File: config.mk
export PLATFORM = sky130hd
export DESIGN_NAME = sci_slave
export DESIGN_NICKNAME = d
export VERILOG_FILES = /design/src/rtl/sci_pkg.sv /design/src/rtl/sci_sync.sv /design/src/rtl/sci_shift.sv /design/src/rtl/sci_ctrl.sv /design/src/rtl/sci_slave.sv
export SDC_FILE = /design/constraint.sdc
export NUM_CORES = 1
export LEC_CHECK = 0
export ABC_AREA = 1
export BUFFER_PORTS_ARGS = -buffer_cell sky130_fd_sc_hd__buf_2
export CORE_ASPECT_RATIO = 1.5
export CORE_MARGIN = 5
export CORE_UTILIZATION = 40
export DETAILED_ROUTE_END_ITERATION = 16
export GPL_TIMING_DRIVEN = 0
export MAX_ROUTING_LAYER = met4
export SLEW_MARGIN = 30
export SYNTH_ARGS = -nofsm -noshare
export SYNTH_HDL_FRONTEND = slang
export SYNTH_HIERARCHICAL = 1
export SYNTH_SLANG_ARGS = --single-unit
File: constraint.sdc
create_clock -name clk -period 4.1 [get_ports clk]
set_clock_uncertainty 0.2 [all_clocks]
set_input_delay 1.23 -clock clk [delete_from_list [all_inputs] [get_ports clk]]
set_output_delay 1.23 -clock clk [all_outputs]
set_load 0.02 [all_outputs]
File: src/rtl/sci_pkg.sv
package sci_pkg;
   typedef enum logic [1:0] {
      ST_IDLE = 2'd0,
      ST_DATA = 2'd1,
      ST_ERR  = 2'd2
   } sci_state_t;

   localparam int          BYTE_W     = 8;
   localparam int          ID_W       = 7;
   localparam logic [6:0]  SYNC_ID    = 7'h70;
   localparam logic [6:0]  IRQ_ID     = 7'h71;
   localparam logic [6:0]  REALIGN_ID = 7'h7F;
   localparam logic [7:0]  SYNC_VAL   = 8'h5A;
   localparam logic [7:0]  REALIGN_BYTE = {1'b0, REALIGN_ID};
endpackage

File: src/rtl/sci_sync.sv
module sci_sync #(
   parameter int                 WIDTH   = 1,
   parameter int                 STAGES  = 2,
   parameter logic [WIDTH-1:0]   RST_VAL = '0
) (
   input  logic             clk,
   input  logic             rst_n,
   input  logic [WIDTH-1:0] d,
   output logic [WIDTH-1:0] q
);
   logic [STAGES-1:0][WIDTH-1:0] pipe;

   generate
      if (STAGES < 2) begin : g_bad
         $error("sci_sync needs at least two stages");
      end
   endgenerate

   always_ff @(posedge clk or negedge rst_n) begin
      if (!rst_n) pipe <= {STAGES{RST_VAL}};
      else        pipe <= {pipe[STAGES-2:0], d};
   end

   assign q = pipe[STAGES-1];
endmodule

File: src/rtl/sci_shift.sv
module sci_shift #(
   parameter int BYTE_W = 8,
   localparam int CNT_W = $clog2(2 * BYTE_W)
) (
   input  logic              clk,
   input  logic              rst_n,
   input  logic              start,
   input  logic              bit_rise,
   input  logic              bit_fall,
   input  logic              din,
   input  logic [BYTE_W-1:0] load_val,
   output logic [BYTE_W-1:0] rx_byte,
   output logic [CNT_W-1:0]  bit_cnt,
   output logic              dout
);
   localparam logic [CNT_W-1:0] CNT_MAX = '1;
   logic [BYTE_W-1:0] tx_q;

   always_ff @(posedge clk or negedge rst_n) begin
      if (!rst_n) begin
         rx_byte <= '0;
         bit_cnt <= '0;
         tx_q    <= '0;
      end else if (start) begin
         bit_cnt <= '0;
         tx_q    <= load_val;
      end else begin
         if (bit_rise) begin
            rx_byte <= {rx_byte[BYTE_W-2:0], din};
            if (bit_cnt != CNT_MAX) bit_cnt <= bit_cnt + 1'b1;
         end
         if (bit_fall) tx_q <= {tx_q[BYTE_W-2:0], 1'b0};
      end
   end

   assign dout = tx_q[BYTE_W-1];
endmodule

File: src/rtl/sci_ctrl.sv
module sci_ctrl
   import sci_pkg::*;
#(
   parameter int NARROW_COUNT = 64,
   parameter int WIDE_BASE    = 64,
   parameter int WIDE_COUNT   = 16,
   parameter int WIDE_BYTES   = 2,
   parameter int TO_W         = 16,
   parameter int CNT_W        = 4,
   localparam int IDX_W       = $clog2(WIDE_BYTES),
   localparam int LEN_W       = $clog2(WIDE_BYTES + 1)
) (
   input  logic              clk,
   input  logic              rst_n,
   input  logic              cs_act,
   input  logic              cs_fall,
   input  logic              byte_done,
   input  logic [BYTE_W-1:0] rx_byte,
   input  logic [CNT_W-1:0]  bit_cnt,
   input  logic [TO_W-1:0]   to_limit,
   input  logic [BYTE_W-1:0] reg_rdata,
   output logic [BYTE_W-1:0] load_val,
   output logic              sdo_oe,
   output logic [ID_W-1:0]   reg_addr,
   output logic [IDX_W-1:0]  reg_idx,
   output logic [BYTE_W-1:0] reg_wdata,
   output logic              reg_we,
   output logic              err_irq,
   output sci_state_t        st
);
   sci_state_t        st_d;
   logic [ID_W-1:0]   cur_id;
   logic              cur_rw;
   logic [LEN_W-1:0]  rem;
   logic [IDX_W-1:0]  idx;
   logic [TO_W-1:0]   to_cnt;
   logic              frame_ok, expire, enter_err, accept_cmd, irq_rd;
   logic [LEN_W-1:0]  cmd_len;

   function automatic logic [LEN_W-1:0] len_of(input logic rw, input logic [ID_W-1:0] id);
      int n;
      n = int'(id);
      if (n < NARROW_COUNT)                                  return LEN_W'(1);
      if (n >= WIDE_BASE && n < WIDE_BASE + WIDE_COUNT)      return LEN_W'(WIDE_BYTES);
      if (rw && (id == SYNC_ID || id == IRQ_ID))             return LEN_W'(1);
      return '0;
   endfunction

   assign frame_ok = (bit_cnt == CNT_W'(BYTE_W));
   assign cmd_len  = len_of(rx_byte[BYTE_W-1], rx_byte[ID_W-1:0]);
   assign expire   = (st == ST_DATA) && !cs_act && !byte_done &&
                     (to_limit != '0) && (to_cnt == to_limit - 1'b1);

   always_comb begin
      st_d       = st;
      accept_cmd = 1'b0;
      case (st)
         ST_IDLE: if (byte_done) begin
            if (!frame_ok)                      st_d = ST_ERR;
            else if (rx_byte == REALIGN_BYTE)   st_d = ST_IDLE;
            else if (cmd_len == '0)             st_d = ST_ERR;
            else begin
               st_d       = ST_DATA;
               accept_cmd = 1'b1;
            end
         end
         ST_DATA: begin
            if (byte_done) begin
               if (!frame_ok)                   st_d = ST_ERR;
               else if (rem == LEN_W'(1))       st_d = ST_IDLE;
            end else if (expire)                st_d = ST_ERR;
         end
         ST_ERR: if (byte_done && frame_ok && rx_byte == REALIGN_BYTE) st_d = ST_IDLE;
         default: st_d = ST_ERR;
      endcase
   end

   assign enter_err = (st_d == ST_ERR) && (st != ST_ERR);
   assign irq_rd    = cs_fall && (st == ST_DATA) && cur_rw && (cur_id == IRQ_ID);

   always_ff @(posedge clk or negedge rst_n) begin
      if (!rst_n) begin
         st      <= ST_IDLE;
         cur_id  <= '0;
         cur_rw  <= 1'b0;
         rem     <= '0;
         idx     <= '0;
         to_cnt  <= '0;
         err_irq <= 1'b0;
      end else begin
         st <= st_d;
         if (accept_cmd) begin
            cur_id <= rx_byte[ID_W-1:0];
            cur_rw <= rx_byte[BYTE_W-1];
            rem    <= cmd_len;
            idx    <= '0;
            to_cnt <= '0;
         end else if (st == ST_DATA) begin
            if (byte_done) begin
               rem    <= rem - 1'b1;
               idx    <= idx + 1'b1;
               to_cnt <= '0;
            end else if (!cs_act && !expire) begin
               to_cnt <= to_cnt + 1'b1;
            end
         end
         if (enter_err)   err_irq <= 1'b1;
         else if (irq_rd) err_irq <= 1'b0;
      end
   end

   always_comb begin
      if (cur_id == SYNC_ID)     load_val = SYNC_VAL;
      else if (cur_id == IRQ_ID) load_val = {{(BYTE_W-1){1'b0}}, err_irq};
      else                       load_val = reg_rdata;
   end

   assign sdo_oe    = (st == ST_DATA) && cur_rw && cs_act;
   assign reg_we    = (st == ST_DATA) && byte_done && frame_ok && !cur_rw;
   assign reg_addr  = cur_id;
   assign reg_idx   = idx;
   assign reg_wdata = rx_byte;
endmodule

File: src/rtl/sci_slave.sv
module sci_slave
   import sci_pkg::*;
#(
   parameter int NARROW_COUNT = 64,
   parameter int WIDE_BASE    = 64,
   parameter int WIDE_COUNT   = 16,
   parameter int WIDE_BYTES   = 2,
   parameter int TO_W         = 16,
   parameter int SYNC_STAGES  = 2,
   localparam int IDX_W       = $clog2(WIDE_BYTES)
) (
   input  logic              clk,
   input  logic              rst_n,
   input  logic              cs_n,
   input  logic              sclk,
   input  logic              sdi,
   output logic              sdo,
   output logic              sdo_oe,
   input  logic [TO_W-1:0]   to_limit,
   output logic [6:0]        reg_addr,
   output logic [IDX_W-1:0]  reg_idx,
   output logic [7:0]        reg_wdata,
   output logic              reg_we,
   input  logic [7:0]        reg_rdata,
   output logic              err_irq
);
   localparam int CNT_W = $clog2(2 * BYTE_W);

   generate
      if (NARROW_COUNT > WIDE_BASE) begin : g_chk_map
         $error("narrow range overlaps wide range");
      end
      if (WIDE_BASE + WIDE_COUNT > int'(SYNC_ID)) begin : g_chk_top
         $error("wide range reaches internal identifiers");
      end
      if (WIDE_BYTES < 2 || WIDE_BYTES > 4) begin : g_chk_wide
         $error("WIDE_BYTES must be 2 to 4");
      end
   endgenerate

   logic [2:0]  raw_in, syn_in;
   logic        cs_act, cs_act_d, sclk_s, sclk_d, sdi_s;
   logic        cs_fall, byte_done, bit_rise, bit_fall;
   logic [7:0]  rx_byte, load_val;
   logic [CNT_W-1:0] bit_cnt;
   sci_state_t  st_w;

   assign raw_in = {cs_n, sclk, sdi};

   sci_sync #(.WIDTH(3), .STAGES(SYNC_STAGES), .RST_VAL(3'b100)) u_sync (
      .clk(clk), .rst_n(rst_n), .d(raw_in), .q(syn_in)
   );

   assign cs_act = !syn_in[2];
   assign sclk_s = syn_in[1];
   assign sdi_s  = syn_in[0];

   always_ff @(posedge clk or negedge rst_n) begin
      if (!rst_n) begin
         cs_act_d <= 1'b0;
         sclk_d   <= 1'b0;
      end else begin
         cs_act_d <= cs_act;
         sclk_d   <= sclk_s;
      end
   end

   assign cs_fall   = cs_act && !cs_act_d;
   assign byte_done = !cs_act && cs_act_d;
   assign bit_rise  = cs_act && sclk_s && !sclk_d;
   assign bit_fall  = cs_act && !sclk_s && sclk_d;

   sci_shift #(.BYTE_W(BYTE_W)) u_shift (
      .clk(clk), .rst_n(rst_n), .start(cs_fall), .bit_rise(bit_rise),
      .bit_fall(bit_fall), .din(sdi_s), .load_val(load_val),
      .rx_byte(rx_byte), .bit_cnt(bit_cnt), .dout(sdo)
   );

   sci_ctrl #(
      .NARROW_COUNT(NARROW_COUNT), .WIDE_BASE(WIDE_BASE), .WIDE_COUNT(WIDE_COUNT),
      .WIDE_BYTES(WIDE_BYTES), .TO_W(TO_W), .CNT_W(CNT_W)
   ) u_ctrl (
      .clk(clk), .rst_n(rst_n), .cs_act(cs_act), .cs_fall(cs_fall),
      .byte_done(byte_done), .rx_byte(rx_byte), .bit_cnt(bit_cnt),
      .to_limit(to_limit), .reg_rdata(reg_rdata), .load_val(load_val),
      .sdo_oe(sdo_oe), .reg_addr(reg_addr), .reg_idx(reg_idx),
      .reg_wdata(reg_wdata), .reg_we(reg_we), .err_irq(err_irq), .st(st_w)
   );
endmodule

==> results by group, run 1 <==
Layout
  – Layout area overhead: 17.8%
  – Layout cells sized above 1: 19.2%
  – Most frequent cells in the layout: nand2_1, inv_1, dfrtp_1, nor2_1, buf_2
  – Diode count: 0
  – Util after Layout: around half
  – Final nets: about 630
  – Commonest non-fill, non-tap cell in the layout: nand2_1

Clock tree
  – Clk pin slew, worst setup/hold paths: approximately 0.050 ns
  – CTS HTree Levels: 3
  – CTS tree: yes
  – Setup Fix Bufs, Post-CTS: 0
  – Clk Latency, worst-skew pair: 0.32 ns
  – # hold bufs at CTS: 0
  – Post-cts resize count: 0
  – TritonCTS Buffers: 9
  – Clk sinks: 58
  – CTS Buffer Depth: 2
  – Root Buffer: clkbuf_16

Drt
  – Via/cell ratio: about 5
  – Post-route DRC: 0
  – Final WL: 9070 µm
  – Router iterations before antenna repair: 4
  – Antenna Nets Post-Route: 0
  – Post-DR wirelength/cell: about 13 µm
  – Drt initial violations: between 150 and 200
  – Vias: 3566

Power
  – Static leakage: ~2.4 nW
  – Maximum VDD drop: ~310 µV
  – Pwr Density: approximately 350 nW/µm²

Die
  – Core Footprint: a little over 9000 µm²
  – Starting Density: about two fifths
  – Die X: 89.8 µm
  – # rows: 43
  – Die Area: 11600 µm²
  – Die Y: approximately 130 µm
  – I/O pins: 49

Global routing
  – Vias in the first global route: approximately 3600
  – First-pass GRT wire length: approximately 16000 µm
  – Largest net degree at the start of global routing: 59
  – Antenna violations before repair: 0
  – GR Overflow Total: 0
  – GRT Overall Usage: 16.7%

Timing
  – Slew HR: approximately 50%
  – Setup TNS: 0 ns
  – Minimum clock period: between 3 and 4 ns
  – Final hold vios: 0
  – RSZ-0062 raised after global routing: false
  – Max-slew violation count: 0
  – FMAX: ~300 MHz
  – Fin crit share: between 80% and 90%
  – Setup Viol. Count Final: 0
  – Worst-Margin Slew: roughly 0.74 ns

Worst hold path
  – Worst min path class: reg2reg

Worst setup path
  – Crit. End Element: output pin
  – CP Class: reg2out
  – Crit path buffers/inverters: 4
  – CP max stage cell: dfstp_2
  – Crit-path cells: buf_4 -> nand2_1 -> inv_1 -> buf_2 -> nand3_1 -> nor3_1 -> buf_2
  – Worst Path Max Fanout: 10
  – Critical Path Source Type: flip-flop
  – CP required: roughly 2.7 ns
  – Most numerous cell on the critical path: buf_2
  – Top delay family on crit path: buffers and inverters
  – Critical path arrival: roughly 1.9 ns
  – Crit-path max cell delay: 0.51 ns

Synthesis
  – Synth cell types: 40
  – Synth Instances: around 540
  – Yosys Warn Count: 6
  – Synthesized area: about 3800 µm²
  – Post-synthesis sequential element count: between 50 and 60
  – Register area share after synthesis: approximately two fifths
  – Syn_nets: between 500 and 600
  – Syn Area/Cell: 7.06 µm²

Placed design
  – GPL Wtd Cong: around 0.9
  – IO Port Bufs: 48
  – Final HPWL from detailed placement: a little under 7000 µm

Job
  – MaxCap Viol Count: 0

Outcome
  – Status: complete, no violations
state kept, by name, indices dropped and copies added (netlist names):
| register | cells |
|---|---|
| cs_act_d | 1 |
| u_ctrl/st | 2 |
| u_ctrl/err_irq | 1 |
| u_ctrl/to_cnt | 16 |
| u_shift/tx_q | 8 |
| u_ctrl/reg_addr | 7 |
| u_sync/pipe | 3 |
| u_shift/bit_cnt | 4 |
| u_ctrl/rem | 2 |
| u_sync/q | 3 |
| u_shift/rx_byte | 8 |
| sclk_d | 1 |
| u_ctrl/cur_rw | 1 |
| u_ctrl/reg_idx | 1 |
metal layers:
| metal | share of wire [%] | routed length (µm) | global-route usage, % |
|---|---|---|---|
| met1 | 41 | 3720 | 17.3 |
| met2 | 52 | 4750 | 29.7 |
| met3 | 4.1 | 369 | 3.58 |
| met4 | 2.5 | 227 | 8.90 |
| met5 | 0 | 0 | - |
worst reg2reg max path, stage by stage, from the launching register on:
cell,delay [ns]
dfstp_2,0.51
buf_4,0.11
nand2_1,0.04
inv_1,0.06
buf_2,0.24
nand3_1,0.18
inv_1,0.16
nand3_2,0.16
nand2_1,0.16
nand2_1,0.14
nand2_2,0.11
buf_6,0.15
buf_8,0.16
nand2_1,0.06
nand2_1,0.06
report_power, final:
group	leakage, nW	switching, mW	internal [mW]	total (mW)
clock network	0.147	0.235	0.502	0.737
registers	0.761	0.0358	0.608	0.644
logic	1.45	0.119	0.0819	0.201
logic make-up (layout without fill, tap and decap cells):
logic type               Yosys count  count (layout)  share of synthesized area, %
adder cells (fa/ha/maj)            5               5                          1.64
AND/OR/NAND/NOR                  328             328                          38.2
XOR/XNOR                          22              22                          5.04
AO/OA/AOI/OAI                     36              36                          5.96
flip-flops                        58              58                          38.0
buffers and inverters             92             156                          11.1
synthesized netlist by cell type:
library cell / number / area, µm²
xnor2_1: 6 / 52.6
o211ai_1: 2 / 15.0
nor2_2: 7 / 43.8
dfrtp_1: 56 / 1400
o21ai_2: 7 / 61.3
nor2_8: 1 / 20.0
buf_4: 11 / 82.6
a31oi_1: 1 / 6.26
nor2_1: 55 / 206
nand2_2: 5 / 31.3
o21a_1: 1 / 7.51
dfstp_2: 2 / 52.6
nor3_1: 11 / 55.1
and3_1: 1 / 6.26
nand3b_1: 4 / 30.0
nand2_4: 1 / 11.3
buf_2: 2 / 10.0
buf_8: 1 / 15.0
nand3_1: 32 / 160
a21oi_1: 2 / 10.0
inv_2: 4 / 15.0
buf_6: 3 / 33.8
nand4_1: 8 / 50.1
a221oi_1: 1 / 8.76
nand3_2: 6 / 60.1
xor2_1: 16 / 140
inv_4: 1 / 6.26
nor3b_1: 2 / 15.0
o21ai_0: 17 / 85.1
a22o_1: 1 / 8.76
nor4_1: 6 / 37.5
inv_1: 67 / 251
o21bai_1: 2 / 15.0
or2_0: 1 / 6.26
clkbuf_1: 3 / 11.3
o21ai_1: 2 / 10.0
nor2_4: 2 / 22.5
ha_1: 5 / 62.6
nand2_1: 184 / 691
or2_2: 2 / 12.5
metrics by stage:
stage	hold slack (ns)	area [µm²]	power (mW)	std cells	setup slack, ns
after floorplan	0.131	3820	0.778	541	1.09
after global placement	0.134	4200	0.851	701	0.618
after detailed placement	0.136	4200	0.855	701	0.593
after CTS	0.156	4500	1.61	717	0.740
after global routing	0.159	4500	1.67	717	0.658
final	0.153	4500	1.58	717	0.778
cell type report:
type	count	area [µm²]
Tap cell	112	140
Clock buffer	14	264
Multi-Input combinational cell	391	1940
Timing Repair Buffer	48	243
Clock inverter	2	35.0
Buffer	20	153
Sequential cell	58	1450
Fill cell	965	4800
Inverter	72	273
final timing paths:
kind | startpoint | endpoint | slack, ns | cells past startpoint
max in group asynchronous | rst_n | u_ctrl/rem[1] | 2.43 | 1
hold reg to reg | u_sync/pipe[1] | u_sync/q[1] | 0.15 | 0
setup reg to reg | u_sync/q[2] | u_ctrl/to_cnt[14] | 1.56 | 14
min in group asynchronous | rst_n | u_shift/tx_q[5] | 0.79 | 1
hold / removal | u_sync/pipe[1] | u_sync/q[1] | 0.15 | 0
setup / recovery | u_sync/q[2] | reg_we | 0.78 | 7
Note: power is estimated with default switching activity, not from simulation.
==> run 2, diff against run 1 <==
clock period = 3.1 ns   (was 4.1 ns; I/O delays follow)
==> run 2 against run 1 <==
  * Global-route usage unchanged
  * Non-clock buffer count unchanged
  * Design area hardly changed
  * Sequential share of layout area hardly changed
  * Sequential power increased by 32%
  * First-iteration DRC count up 0.60%
  * Count of clock-buffer cells in the layout is the same
  * Critical endpoint unchanged
==> results by group, run 2 (same netlist as run 1, synthesis figures left out) <==
Power
  – Static leakage: 2.36 nW (about the same)
  – Pwr Total: 2.09 mW (+32%)
  – Pwr Density: 465 nW/µm² (+32%)
  – Maximum VDD drop: 404 µV (+32%)

Timing
  – Slew HR: 50.4% (about the same)
  – Setup Viol. Count Final: 0 (unchanged)
  – Final hold vios: 0 (unchanged)
  – RSZ-0062 raised after global routing: false
  – Fin crit share: between 90% and 100%
  – Final worst slack: 0.125 ns (-0.653 ns)
  – Max-slew violation count: 0 (unchanged)
  – FMAX: about 340 MHz
  – Worst-Margin Slew: 0.743 ns (-0.000566 ns)
  – Minimum clock period: 2.98 ns

Placed design
  – GPL Wtd Cong: 0.874 (unchanged)
  – IO Port Bufs: 48 (unchanged)
  – Final HPWL from detailed placement: 6920 µm (unchanged)
  – Area after DPL: 4200 µm² (unchanged)
  – Post-place setup slack: -0.107 ns (-0.700 ns)

Layout
  – Util after Layout: 48.4% (about the same)
  – Max FFs per register: 16 (unchanged)
  – Finished Cell Area: 4510 µm² (about the same)
  – Final nets: 634 (unchanged)
  – Top flop regs: u_ctrl/to_cnt (16), u_shift/rx_byte (8), u_shift/tx_q (8)
  – Diode count: 0 (unchanged)
  – Largest register by flop count: u_ctrl/to_cnt
  – Layout area overhead: 17.9% (about the same)
  – Commonest non-fill, non-tap cell in the layout: nand2_1
  – Layout cells sized above 1: 19.2% (unchanged)
  – Most frequent cells in the layout: nand2_1, inv_1, dfrtp_1, nor2_1, buf_2

Global routing
  – GR Overflow Total: 0 (unchanged)
  – First-pass GRT wire length: 15500 µm (unchanged)
  – Largest net degree at the start of global routing: 59 (unchanged)
  – Vias in the first global route: 3607 (unchanged)
  – Antenna violations before repair: 0 (unchanged)
  – GRT Overall Usage: 16.7% (unchanged)

Clock tree
  – Clk sinks: 58 (unchanged)
  – CTS Buffer Depth: 2 (unchanged)
  – Clk pin slew, worst setup/hold paths: 0.05 ns (about the same)
  – CTS HTree Levels: 3 (unchanged)
  – Clk Latency, worst-skew pair: 0.32 ns (about the same)
  – Root Buffer: clkbuf_16
  – CTS tree: yes
  – TritonCTS Buffers: 9 (unchanged)

Worst setup path
  – Crit path buffers/inverters: 4 (unchanged)
  – Crit-path max cell delay: 0.51 ns (about the same)
  – CP required: 1.97 ns (-0.70 ns)
  – Crit-path cells: buf_4 -> nand2_1 -> inv_1 -> clkbuf_4 -> nand3_1 -> nor3_1 -> buf_2
  – Top delay family on crit path: buffers and inverters
  – Worst Path Max Fanout: 10 (unchanged)
  – CP Class: reg2out
  – Crit. End Element: output pin
  – Critical path arrival: 1.85 ns (-0.04 ns)
  – CP max stage cell: dfstp_2
  – Critical Path Source Type: flip-flop

Die
  – Die X: 89.8 µm (unchanged)
  – # rows: 43 (unchanged)
  – I/O pins: 49 (unchanged)
  – Die Area: 11600 µm² (unchanged)
  – Core Footprint: 9310 µm² (unchanged)
  – Die Y: 130 µm (unchanged)
  – Starting Density: 41.1% (unchanged)

Drt
  – Post-route DRC: 0 (unchanged)
  – Router iterations before antenna repair: 4 (unchanged)
  – Drt initial violations: 168 (+0.60%)
  – Vias: 3575 (+0.25%)
  – Final WL: 9070 µm (about the same)
  – Post-DR wirelength/cell: 12.7 µm (about the same)
  – Antenna Nets Post-Route: 0 (unchanged)
  – Via/cell ratio: 4.99 (+0.25%)

Worst hold path
  – Worst min path class: reg2reg

Job
  – MaxCap Viol Count: 0 (unchanged)

Outcome
  – Status: complete, no violations
-- run 2: changes by cell type in the layout (fill, tap and decap cells not counted) --
cell,change
buf_2,-1
clkbuf_4,+1
-- run 2: final cells by class --
class,count,area (µm²)
timing repair buffer,48,243
inverter,72,273
clock inverter,2,35.0
buffer,20,155
sequential,58,1450
multi-input combinational,391,1940
clock buffer,14,264
tap,112,140
fill,964,4800
-- run 2: layer usage --
layer,GRT usage (%),vias up,part of all wire (%)
met5,-,-,0
met1,17.3,1668,41
met2,29.7,81,53
li1,-,1806,-
met4,8.90,0,2.5
met3,3.58,20,4.3
-- run 2: final timing paths --
path | slack [ns] | startpoint | cells past startpoint | to
max in group asynchronous | 1.73 | rst_n | 1 | u_ctrl/rem[1]
setup reg to reg | 0.61 | u_sync/q[2] | 14 | u_ctrl/to_cnt[14]
hold reg to reg | 0.15 | u_sync/pipe[1] | 0 | u_sync/q[1]
min in group asynchronous | 0.49 | rst_n | 1 | u_shift/tx_q[5]
setup / recovery | 0.12 | u_sync/q[2] | 7 | reg_we
hold / removal | 0.15 | u_sync/pipe[1] | 0 | u_sync/q[1]
-- run 2: what timing repair did --
action	4_1_cts	5_1_grt
setup endpoints to repair	0	1
buffers inserted	0	0
gates resized for setup	0	1
hold buffers	0	0
-- run 2: power breakdown --
part	switching, mW	internal, mW	leakage [nW]	total, mW
clock network	0.311	0.664	0.147	0.975
registers	0.0474	0.805	0.761	0.852
logic	0.158	0.109	1.45	0.266
-- run 2: per-stage QoR --
step,hold slack (ns),TNS [ns],std cells
final,0.153,0,717
after global routing,0.159,0,717
after CTS,0.156,0,717
after detailed placement,0.136,-0.924,701
after global placement,0.134,-0.515,701
after floorplan,0.131,0,541
